## src/rtl/booth_pkg.sv

```systemverilog
`timescale 1ns/1ps
package booth_pkg;

  typedef enum logic [1:0] {
    MAG_ZERO = 2'd0,
    MAG_ONE  = 2'd1,
    MAG_TWO  = 2'd2
  } booth_mag_e;

  typedef struct packed {
    logic       neg;
    booth_mag_e mag;
  } booth_digit_t;

  function automatic int digit_value(booth_digit_t d);
    int v;
    case (d.mag)
      MAG_ONE: v = 1;
      MAG_TWO: v = 2;
      default: v = 0;
    endcase
    return d.neg ? -v : v;
  endfunction

endpackage

```

## src/rtl/booth_recoder.sv

```systemverilog
`timescale 1ns/1ps
module booth_recoder
  import booth_pkg::*;
(
  input  logic [2:0]   trip_i,   // {x[m+1], x[m], x[m-1]}
  output booth_digit_t digit_o
);

  logic all_same;
  logic is_two;

  assign all_same = (trip_i == 3'b000) || (trip_i == 3'b111);
  assign is_two   = (trip_i == 3'b011) || (trip_i == 3'b100);

  always_comb begin
    digit_o.neg = trip_i[2] & ~all_same;
    if (all_same)    digit_o.mag = MAG_ZERO;
    else if (is_two) digit_o.mag = MAG_TWO;
    else             digit_o.mag = MAG_ONE;
  end

endmodule

```

## src/rtl/booth_slice.sv

```systemverilog
`timescale 1ns/1ps
module booth_slice
  import booth_pkg::*;
#(
  parameter int YW = 8,
  parameter int AW = 18
) (
  input  logic [AW-1:0] acc_i,
  input  logic [YW-1:0] y_i,
  input  booth_digit_t  digit_i,
  output logic [AW-1:0] acc_o
);

  logic [AW-1:0] y_ext;
  logic [AW-1:0] pick;
  logic [AW-1:0] addend;
  logic [AW-1:0] shifted;

  assign y_ext = {{(AW-YW){y_i[YW-1]}}, y_i};

  always_comb begin
    case (digit_i.mag)
      MAG_ONE: pick = y_ext;
      MAG_TWO: pick = {y_ext[AW-2:0], 1'b0};
      default: pick = '0;
    endcase
  end

  // subtract as invert plus carry-in
  assign addend  = digit_i.neg ? ~pick : pick;
  assign shifted = {acc_i[AW-3:0], 2'b00};
  assign acc_o   = shifted + addend + {{(AW-1){1'b0}}, digit_i.neg};

endmodule

```

## src/rtl/booth_ctrl.sv

```systemverilog
`timescale 1ns/1ps
module booth_ctrl #(
  parameter int ND = 4
) (
  input  logic clk_i,
  input  logic rst_ni,
  input  logic start_i,
  output logic load_o,
  output logic step_o,
  output logic finish_o,
  output logic done_o
);

  localparam int CW = (ND > 1) ? $clog2(ND) : 1;

  logic          busy_q;
  logic [CW-1:0] cnt_q;

  assign load_o   = start_i & ~busy_q;
  assign step_o   = busy_q;
  assign finish_o = busy_q && (cnt_q == CW'(ND - 1));

  always_ff @(posedge clk_i or negedge rst_ni) begin
    if (!rst_ni) begin
      busy_q <= 1'b0;
      cnt_q  <= '0;
      done_o <= 1'b0;
    end else begin
      done_o <= finish_o;
      if (load_o) begin
        busy_q <= 1'b1;
        cnt_q  <= '0;
      end else if (finish_o) begin
        busy_q <= 1'b0;
        cnt_q  <= '0;
      end else if (busy_q) begin
        cnt_q  <= cnt_q + 1'b1;
      end
    end
  end

  assert_done_pulse_R4: assert property (@(posedge clk_i) disable iff (!rst_ni)
    done_o |=> !done_o);

  assert_cnt_range_R4: assert property (@(posedge clk_i) disable iff (!rst_ni)
    busy_q |-> (int'(cnt_q) < ND));

  assert_load_clears_R4: assert property (@(posedge clk_i) disable iff (!rst_ni)
    load_o |=> (busy_q && cnt_q == '0));

  assert_start_ignored_R6: assert property (@(posedge clk_i) disable iff (!rst_ni)
    (busy_q && !finish_o && start_i) |=> (busy_q && cnt_q == $past(cnt_q) + 1'b1));

endmodule

```

## src/rtl/booth_mul_seq.sv

```systemverilog
`timescale 1ns/1ps
module booth_mul_seq
  import booth_pkg::*;
#(
  parameter int XW = 8,
  parameter int YW = 8
) (
  input  logic             clk_i,
  input  logic             rst_ni,
  input  logic             start_i,
  input  logic [XW-1:0]    x_i,
  input  logic [YW-1:0]    y_i,
  output logic             done_o,
  output logic [XW+YW-1:0] product_o
);

  localparam int SH = XW % 2;       // bottom pad bits for odd widths
  localparam int XE = XW + SH;      // recoded width, always even
  localparam int ND = XE / 2;       // Booth digits
  localparam int PW = XW + YW;
  localparam int AW = XE + YW + 2;

  logic [XE-1:0] x_ext;
  logic [XE:0]   xq_q;              // multiplier with implicit zero below
  logic [YW-1:0] y_q;
  logic [AW-1:0] acc_q;
  logic [AW-1:0] acc_next;
  logic [PW-1:0] product_q;
  logic [2:0]    trip;
  booth_digit_t  digit;
  logic          load, step, finish;

  generate
    if (SH != 0) begin : g_odd
      assign x_ext = {x_i, {SH{1'b0}}};
    end else begin : g_even
      assign x_ext = x_i;
    end
  endgenerate

  booth_ctrl #(.ND(ND)) u_ctrl (
    .clk_i    (clk_i),
    .rst_ni   (rst_ni),
    .start_i  (start_i),
    .load_o   (load),
    .step_o   (step),
    .finish_o (finish),
    .done_o   (done_o)
  );

  assign trip = xq_q[XE -: 3];

  booth_recoder u_rec (
    .trip_i  (trip),
    .digit_o (digit)
  );

  booth_slice #(.YW(YW), .AW(AW)) u_slice (
    .acc_i   (acc_q),
    .y_i     (y_q),
    .digit_i (digit),
    .acc_o   (acc_next)
  );

  always_ff @(posedge clk_i or negedge rst_ni) begin
    if (!rst_ni) begin
      xq_q      <= '0;
      y_q       <= '0;
      acc_q     <= '0;
      product_q <= '0;
    end else begin
      if (load) begin
        xq_q  <= {x_ext, 1'b0};
        y_q   <= y_i;
        acc_q <= '0;
      end else if (step) begin
        xq_q  <= {xq_q[XE-2:0], 2'b00};
        acc_q <= acc_next;
      end
      if (finish) product_q <= acc_next[SH +: PW];
    end
  end

  assign product_o = product_q;

  assert_digit_value_R2: assert property (@(posedge clk_i) disable iff (!rst_ni)
    step |-> (digit_value(digit) == int'(trip[1]) + int'(trip[0]) - 2 * int'(trip[2])));

  assert_product_hold_R5: assert property (@(posedge clk_i) disable iff (!rst_ni)
    !$stable(product_o) |-> done_o);

  assert_operand_hold_R9: assert property (@(posedge clk_i) disable iff (!rst_ni)
    (step && !load) |=> $stable(y_q));

  assert_odd_pad_R7: assert property (@(posedge clk_i) disable iff (!rst_ni)
    $past(load) |-> (xq_q[0] == 1'b0));

endmodule

```

## config.mk

```make
export PLATFORM = sky130hd
export DESIGN_NAME = booth_mul_seq
export DESIGN_NICKNAME = d
export VERILOG_FILES = /design/src/rtl/booth_pkg.sv /design/src/rtl/booth_recoder.sv /design/src/rtl/booth_slice.sv /design/src/rtl/booth_ctrl.sv /design/src/rtl/booth_mul_seq.sv
export SDC_FILE = /design/constraint.sdc
export NUM_CORES = 1
export LEC_CHECK = 0
export BUFFER_PORTS_ARGS = -buffer_cell sky130_fd_sc_hd__buf_2
export CAP_MARGIN = 20
export CELL_PAD_IN_SITES_DETAIL_PLACEMENT = 0
export CELL_PAD_IN_SITES_GLOBAL_PLACEMENT = 2
export CORE_ASPECT_RATIO = 1.2
export CORE_MARGIN = 1.5
export CORE_UTILIZATION = 40
export DETAILED_ROUTE_END_ITERATION = 7
export PLACE_DENSITY = 0.94
export SLEW_MARGIN = 10
export SYNTH_ARGS = -nofsm -noshare
export SYNTH_HDL_FRONTEND = slang
export SYNTH_SLANG_ARGS = --single-unit
```

## constraint.sdc

```tcl
create_clock -name clk_i -period 5 [get_ports clk_i]
set_input_delay 0.5 -clock clk_i [delete_from_list [all_inputs] [get_ports clk_i]]
set_output_delay 0.5 -clock clk_i [all_outputs]
set_load 0.01 [all_outputs]
```

== Word-level counts from Yosys, hierarchy flattened ==
Index checks and enable logic that the tools add are counted.
W data, S select, Z words.
Cells by class
  equality and inequality tests: 6
  bitwise logic cells: 5
  reduce and logical (&&, ||, !) cells: 7
  muxes and demuxes: 13
  add/subtract/negate cells: 3
Operators with widths (number)
  $pmux W16 S2: 1
  $mux W14: 2
  $mux W9: 2
  $add A16 B1 Y16: 1
  $add A16 B16 Y16: 1
  $mux W16: 1
  $not A16 Y16: 1
  $mux W2: 5
  $eq A3 B3 Y1 const B: 2
  $eq A2 B2 Y1 const B: 2
  $reduce_bool A2 Y1: 2
  $eq A3 B2 Y1 const B: 1
  $logic_not A3 Y1: 1
  $reduce_bool A3 Y1: 1
  $add A2 B1 Y2 const B: 1
  $and A1 B1 Y1: 2
  $eq A2 B1 Y1 const B: 1
  $logic_or A1 B1 Y1: 2
  $mux W1: 2
  $not A1 Y1: 2
  $logic_and A1 B1 Y1: 1
Word-level totals
  output and inout port bits: 17
  logic and storage cells: 41
  input port bits: 19
  flip-flop bits (word level): 51

== Depth between registers and ports, before layout ==
Gate-level depths: netlist of the first run.
  depth in word-level cells: 12
  mapped depth: 11
  mapped depth without buffers: 11

== Cells and area by module ==
From an unflattened synthesis of the first run, not the netlist that was laid out.
Unflattened totals
  cell total of the unflattened synthesis: 317
  area total of the unflattened synthesis: 3418.3 µm²
Modules (own cells, without submodules)
  booth_mul_seq: instances 1, cells each 144, area an instance 2085.8 µm², sequential area each 1251.2 µm²
  booth_slice: instances 1, cells each 155, area an instance 1137.3 µm², sequential area each 0.0 µm²
  booth_ctrl: instances 1, cells each 13, area an instance 163.9 µm², sequential area each 100.1 µm²
  booth_recoder: instances 1, cells each 5, area an instance 31.3 µm², sequential area each 0.0 µm²

== Least setup slack after synthesis of the first run ==
OpenSTA, ideal clock, no wires.
  path kind: flip-flop to flip-flop
  from: reg xq_q[8]
  to: reg product_q[14] (netlist: product_o[14])
  period minus slack after synthesis: 3.004 ns
  cell stages (with the launch flop): 11
  setup time: 0.135 ns
  data arrival time: 2.868 ns
  data required time: 4.865 ns
  path slack: 1.996 ns
  path buffers: 1
  path through: dfrtp_1 buf_1 xor2_1 a221o_1 ha_1 a21o_1 a221oi_2 a211oi_1 o41ai_1 mux2i_1 o311ai_1
On the way
  longest elaborated chain between the ends: 10
  elaborated cells between the ends (all ways): 17
  classes of those cells: add/sub (2); eq/ne (5); mux (4); bitwise (3); reduce/logical (3)
Ends and longest elaborated chain
  start: declaration: line booth_mul_seq.sv:24  | logic [XE:0] xq_q;
  start signal: assignment: line booth_mul_seq.sv:73  | xq_q <= {x_ext, 1'b0};
  start signal: assignment: line booth_mul_seq.sv:77  | xq_q <= {xq_q[XE-2:0], 2'b00};
  $eq A3 B2 Y1 or $eq A3 B3 Y1 (tied branches): line booth_recoder.sv:13  | assign is_two = (trip_i == 3'b011) || (trip_i == 3'b100);
  $logic_or A1 B1 Y1: line booth_recoder.sv:13
  $mux W2: line booth_recoder.sv:18  | else if (is_two) digit_o.mag = MAG_TWO;
  $mux W2: line booth_recoder.sv:17  | if (all_same) digit_o.mag = MAG_ZERO;
  $eq A2 B2 Y1 or $eq A2 B1 Y1 (tied branches): line booth_slice.sv:22  | case (digit_i.mag)
  $pmux W16 S2: line booth_slice.sv:22
  $not A16 Y16: line booth_slice.sv:30  | assign addend = digit_i.neg ? ~pick : pick;
  $mux W16: line booth_slice.sv:30
  $add A16 B16 Y16: line booth_slice.sv:32  | assign acc_o = shifted + addend + {{(AW-1){1'b0}}, digit_i.neg};
  $add A16 B1 Y16 *: line booth_slice.sv:32
  end signal: assignment: line booth_mul_seq.sv:80  | if (finish) product_q <= acc_next[SH +: PW];
  end: declaration: line booth_mul_seq.sv:28  | logic [PW-1:0] product_q;
Mark *: on every way between the ends. The rest lies on a longest branch, timed or not.
A chain may end at the register's enable or synchronous reset.

== Worst setup path in the final report of the first run ==
Ends and elaborated chain as after synthesis.

==> run metrics, run 1 <==
Hold Slack between 0.2 and 0.3 ns; first-pass GRT wire length 10300 um; crit path DAT 3.56 ns; average size of a mapped cell about 11 um^2; CTS Sinks 50; Final period util 0.676; startpoint types flip-flop; Reg area between 1000 and 1500 um^2; Layout area overhead 12.2%; area post-placement between 3000 and 4000 um^2; Clock transition at path regs 0.09 ns; status finished, final reports clean; TritonCTS buffer count 5; fin util 0.466; Ys Warns 0; # hold bufs at CTS 0; setup violation total in the final timing report 0; Worst Path Required 5.18 ns; #FFs+latches synth 50; Critical R2R Capture product_o[14]; Crit Path Class flip-flop to flip-flop; Least-Margin Pin Slew 0.799 ns; DRT Pass-1 Iters 4; CTS tree built; CTS Root Cell clkbuf_8; DRC 0; fraction of layout instances using a drive strength above 1 0.222; Total GRT Usage 0.170; Port-buffer cells 35; Clock Skews around 0.0070 ns; r2r setup slk approximately 1.6 ns; Logic pwr share 0.593; vias per cell approximately 5.4; GRT Residual Overflow 0; leading area contributor after synthesis dfrtp_1; achievable frequency between 200 and 300 MHz; RSZ-0062 raised after global routing false; TNS Setup 0 ns; Final HPWL DP approximately 4400 um; number of enable flip-flop cells after synthesis 0; commonest non-fill, non-tap cell in the layout dfrtp_1; max-cap viol count 0; syn_nets about 310; Period minus WS final around 3.4 ns; Core Region roughly 6900 um^2; Initial Util 0.415; FF-to-FF path depth 10; Antenna diodes 0; Worst Slack Setup Final between 1.5 and 2 ns; vias in the first global route 2177; post-synthesis sequential area ratio 0.437; Sequential Power Share 0.307; CTS resizes 0; die area between 7000 and 8000 um^2; std cell rows 33; Pleak ~1.6 nW; Setup WS pre-CTS 1.65 ns; max-slew violation count 0; largest cells by area after synthesis dfrtp_1 44%, ha_1 7.4%, mux2_2 6.7%; RePlAce Congestion 0.790; Top Ports 36; Routed WL between 5000 and 6000 um; antenna-violating nets left 0; Hold Crit Class input port to async pin; most frequent cells in the layout 50 x dfrtp_1, 35 x buf_2, 31 x nand2_1; initial antenna violation count 0; top_reg_cell synth dfrtp_1; Final Power 2.45 mW; Placed Cells between 300 and 400; Sw Ratio 0.436; vias ~2100; Pwr Density between 700 and 800 nW/um^2; area of the multi-input gates between 1500 and 2000 um^2; Final Hold Fails 0; setup bufs post-CTS 0; die width roughly 80 um; asr flop ratio synth 1.00; Mapped Cells about 270; CTS Buffer Depth 2; die height ~96 um; reg2reg start xq_q[8]; max_slew headroom 0.467; Int Pwr ~1.4 mW; maximum number of pins on one net before global-route repair 51; nets@finish between 300 and 400; CP Capture Type flip-flop; Detailed Route Iter0 Violations 93; later-pin clock latency in the skew report 0.30 ns; Yosys cell types 52; Post-Syn Area between 2000 and 3000 um^2; Max FO, Critical Path 13; Worst VDD drop 0.256 mV; fill cell count approximately 670; fin cells 393; WL/cell about 15 um; top-area cell type share of the netlist area 0.437; post-route cell area roughly 3200 um^2; H-tree Lvls 2; net switching power between 1 and 1.5 mW; clock power share 0.100
flip-flops by register name, summed over array words and instances (netlist names):
| name | count |
|---|---|
| acc_q | 14 |
| u_ctrl.cnt_q | 2 |
| u_ctrl.done_o | 1 |
| product_o | 16 |
| xq_q | 8 |
| y_q | 8 |
| u_ctrl.step_o | 1 |
worst max path at each step:
| stage | from | endpoint | slack (ns) | cells past startpoint |
|---|---|---|---|---|
| 2_1_floorplan | xq_q[8] | product_o[14] | 2.00 | 10 |
| 6_report | xq_q[8] | product_o[14] | 1.62 | 10 |
| 4_1_cts | xq_q[8] | product_o[14] | 1.64 | 10 |
| 5_1_grt | xq_q[8] | product_o[14] | 1.30 | 10 |
| 3_5_place_dp | xq_q[8] | product_o[14] | 1.65 | 10 |
| 3_3_place_gp | xq_q[8] | product_o[14] | 1.71 | 10 |
critical path, cell delays in order, from the launching register on:
cell      delay (ns)
dfrtp_1         0.63
and3b_1         0.31
a22oi_1         0.20
o21ai_0         0.11
ha_1            0.38
a21o_1          0.24
a221oi_2        0.40
a211oi_1        0.18
o41ai_1         0.45
mux2i_1         0.23
o311ai_1        0.10
cells by family (layout without fill, tap and decap cells):
kind of cell / count (synthesis) / after routing / synth area share
AOI/OAI and AO/OA: 79 / 79 / 0.197
and+or+nand+nor: 63 / 63 / 0.108
DFF: 50 / 50 / 0.437
muxes: 26 / 26 / 0.0983
xor gates and xnor gates: 19 / 19 / 0.0608
adders and majority gates: 17 / 17 / 0.0743
buffers and inverters: 17 / 52 / 0.0249
synth_stat cells (2+ instances only):
cell type	n
o21a_1	2
a22oi_1	5
o21ai_1	3
and2_1	2
nand2b_1	2
dfrtp_1	50
a21oi_1	9
nand4_1	2
nand3_1	3
clkbuf_1	9
nand2_1	31
a31oi_1	3
nor3b_1	2
ha_1	17
a211oi_1	2
a31o_1	3
mux2_2	17
inv_1	5
o31ai_1	3
xnor2_1	5
xor2_1	13
a22o_1	12
a21o_1	8
and3_1	2
mux2i_1	9
o21ai_0	15
or3_1	2
nor2_1	11
power by group through the flow:
stage	logic [mW]	clock network, mW	registers (mW)
2_1_floorplan	1.13	0	0.744
3_3_place_gp	1.44	0	0.754
3_5_place_dp	1.47	0	0.761
4_1_cts	1.46	0.252	0.755
5_1_grt	1.64	0.265	0.781
6_report	1.46	0.245	0.753
cell type report:
class / count / area share
Multi-Input combinational cell: 204 / 0.480
Sequential cell: 50 / 0.390
Timing Repair Buffer: 38 / 0.0616
Tap cell: 87 / 0.0339
Clock buffer: 7 / 0.0269
Inverter: 6 / 0.00701
Clock inverter: 1 / 0.00156
routing by layer:
metal | vias up | wire length [um] | global-route usage
met5 | - | 0 | 0
met4 | 0 | 145 | 0.0690
li1 | 1063 | - | -
met3 | 12 | 143 | 0.0239
met1 | 1020 | 2760 | 0.223
met2 | 38 | 2840 | 0.282
Note: power is estimated with default switching activity, not from simulation.
==> run 2, diff against run 1 <==
CORE_UTILIZATION = 34   (was 40)
PLACE_DENSITY = 0.86   (was 0.94)
clock period = 2.7 ns   (was 5 ns; I/O delays follow)
==> run metrics, run 2 (same netlist as run 1, synthesis figures left out) <==
status complete, but fails checks; failing checks setup timing; Pwr Density 1510 nW/um^2 (+98%); CP Capture Type flip-flop; Setup WS pre-CTS -0.120 ns (-1.77 ns); max reg flops 16 (unchanged); RePlAce Congestion 0.798 (+1.0%); Routed WL 6600 um (+12%); hold_sp y_i[2]; H-tree Lvls 2 (unchanged); startpoint types flip-flop; max-cap viol count 0 (unchanged); DRT Pass-1 Iters 4 (unchanged); hold depth 2; die width 86.8 um (+8.2%); Critical R2R Capture product_o[14]; max_slew headroom 0.491 (+0.0233); Period minus WS final 2.80 ns (-0.584 ns); most frequent cells in the layout 48 x dfrtp_1, 35 x buf_2, 35 x buf_4; fraction of layout instances using a drive strength above 1 0.354 (+0.132); antenna-violating nets left 0 (unchanged); achievable frequency 358 MHz (+21%); Hold EP y_q[2]; Antenna diodes 0 (unchanged); nets@finish 377 (+11%); Detailed Route Iter0 Violations 76 (-18%); Worst Path Required 2.88 ns (-2.30 ns); Least-Margin Pin Slew 0.761 ns (-0.0378 ns); fin util 0.453 (-0.0126); Top Ports 36 (unchanged); area post-placement 3390 um^2 (+8.8%); vias per cell 5.08 (-6.4%); maximum number of pins on one net before global-route repair 27 (-47%); Final HPWL DP 4840 um (+9.4%); r2r setup slk -0.1 ns (-1.72 ns); fin cells 456 (+16%); Clock Skews 0.0138 ns (+0.00684 ns); TNS Setup -0.309 ns (-0.309 ns); commonest non-fill, non-tap cell in the layout dfrtp_1; crit path DAT 2.97 ns (-0.59 ns); Layout area overhead 29.1%; Worst Slack Setup Final -0.0966 ns (-1.72 ns); first-pass GRT wire length 11100 um (+7.4%); fill cell count 807 (+20%); RSZ-0062 raised after global routing true; Crit Path Class flip-flop to flip-flop; Final Hold Fails 0 (unchanged); CTS tree built; later-pin clock latency in the skew report 0.31 ns (about the same); Worst VDD drop 0.530 mV (+110%); Clock transition at path regs 0.09 ns (about the same); WL/cell 14.5 um (-3.4%); reg2reg start xq_q[6]; die area 8980 um^2 (+17%); CTS Root Cell clkbuf_8; CTS Buffer Depth 2 (unchanged); Hold Crit Class input port to flip-flop; GRT Residual Overflow 0 (unchanged); Pleak 1.81 nW (+14%); post-route cell area 3690 um^2 (+15%); Core Region 8150 um^2 (+18%); initial antenna violation count 0 (unchanged); Total GRT Usage 0.155 (-0.0152); Placed Cells 437 (+14%); max-slew violation count 0 (unchanged); DRC 0 (unchanged); setup violation total in the final timing report 6 (+6); die height 104 um (+8.2%); CTS Sinks 50 (unchanged); vias 2317 (+8.6%); Max FO, Critical Path 7 (-6); FF-to-FF path depth 9 (-1); vias in the first global route 2306 (+5.9%); Port-buffer cells 35 (unchanged); Initial Util 0.351 (-0.0640); Final period util 1.04 (+0.360); TritonCTS buffer count 5 (unchanged); std cell rows 36 (+9.1%)
==> run 2: changes by cell type in the layout (fill, tap and decap cells not counted), sizes merged <==
cell | before | now
clkinv | 1 | 0
buf | 38 | 73
clkbuf | 7 | 6
dlygate4sd3 | 0 | 1
bufinv | 0 | 2
==> run 2: where the power goes <==
group          leakage [nW]  switching, mW  internal (mW)
sequential            0.619          0.254           1.12
combinational          1.11           1.77           1.80
clock                0.0714          0.252          0.395
==> run 2: per-layer routing <==
| metal | routed length [um] | GRT usage | vias to the layer above |
|---|---|---|---|
| met3 | 162 | 0.0295 | 5 |
| li1 | - | - | 1138 |
| met1 | 2960 | 0.200 | 1132 |
| met2 | 3430 | 0.266 | 42 |
| met4 | 45 | 0.0357 | 0 |
| met5 | 0 | 0 | - |
==> run 2: repair_timing <==
action | CTS | global route
setup buffers | 5 | 5
hold buffers | 1 | 0
hold endpoints to repair | 25 | 0
endpoints found under the setup margin | 12 | 18
gates resized for setup | 10 | 16
pin swaps | 4 | 7
==> run 2: worst max-delay path, cell delays in order, from the launching register on <==
cell and delay [ns]:
dfrtp_2 0.46, and3b_2 0.29, a221o_1 0.35, ha_4 0.26, a21o_1 0.19, a221oi_4 0.34
a211oi_2 0.15, o41ai_2 0.29, mux2i_1 0.23, o311ai_1 0.11
==> run 2: worst max path at each step <==
stage                       start            end  slack [ns]  depth (start not counted)
final                     xq_q[6]  product_o[14]        -0.1                          9
after global routing      xq_q[6]  product_o[14]       -0.28                         10
after CTS                 xq_q[8]  product_o[14]       -0.05                         10
after detailed placement  xq_q[7]  product_o[14]       -0.12                         10
after global placement    xq_q[7]  product_o[14]        -0.1                         10
after floorplan           xq_q[8]  product_o[15]        0.01                         10
==> run 2: metrics by stage <==
step	hold slack, ns	power, mW
6_report	0.203	5.60
5_1_grt	0.191	6.07
4_1_cts	0.191	5.37
3_5_place_dp	0.301	4.61
3_3_place_gp	0.295	4.54
2_1_floorplan	-0.0256	3.56
==> run 2: layout make-up <==
type | instances | area [um^2] | area share
repair buffers | 74 | 490 | 0.133
inverters | 6 | 22.5 | 0.00610
clock inverters | 2 | 60.1 | 0.0163
flip-flops and latches | 50 | 1250 | 0.339
multi-input cells | 204 | 1640 | 0.445
clock buffers | 6 | 82.6 | 0.0224
well taps | 114 | 143 | 0.0386
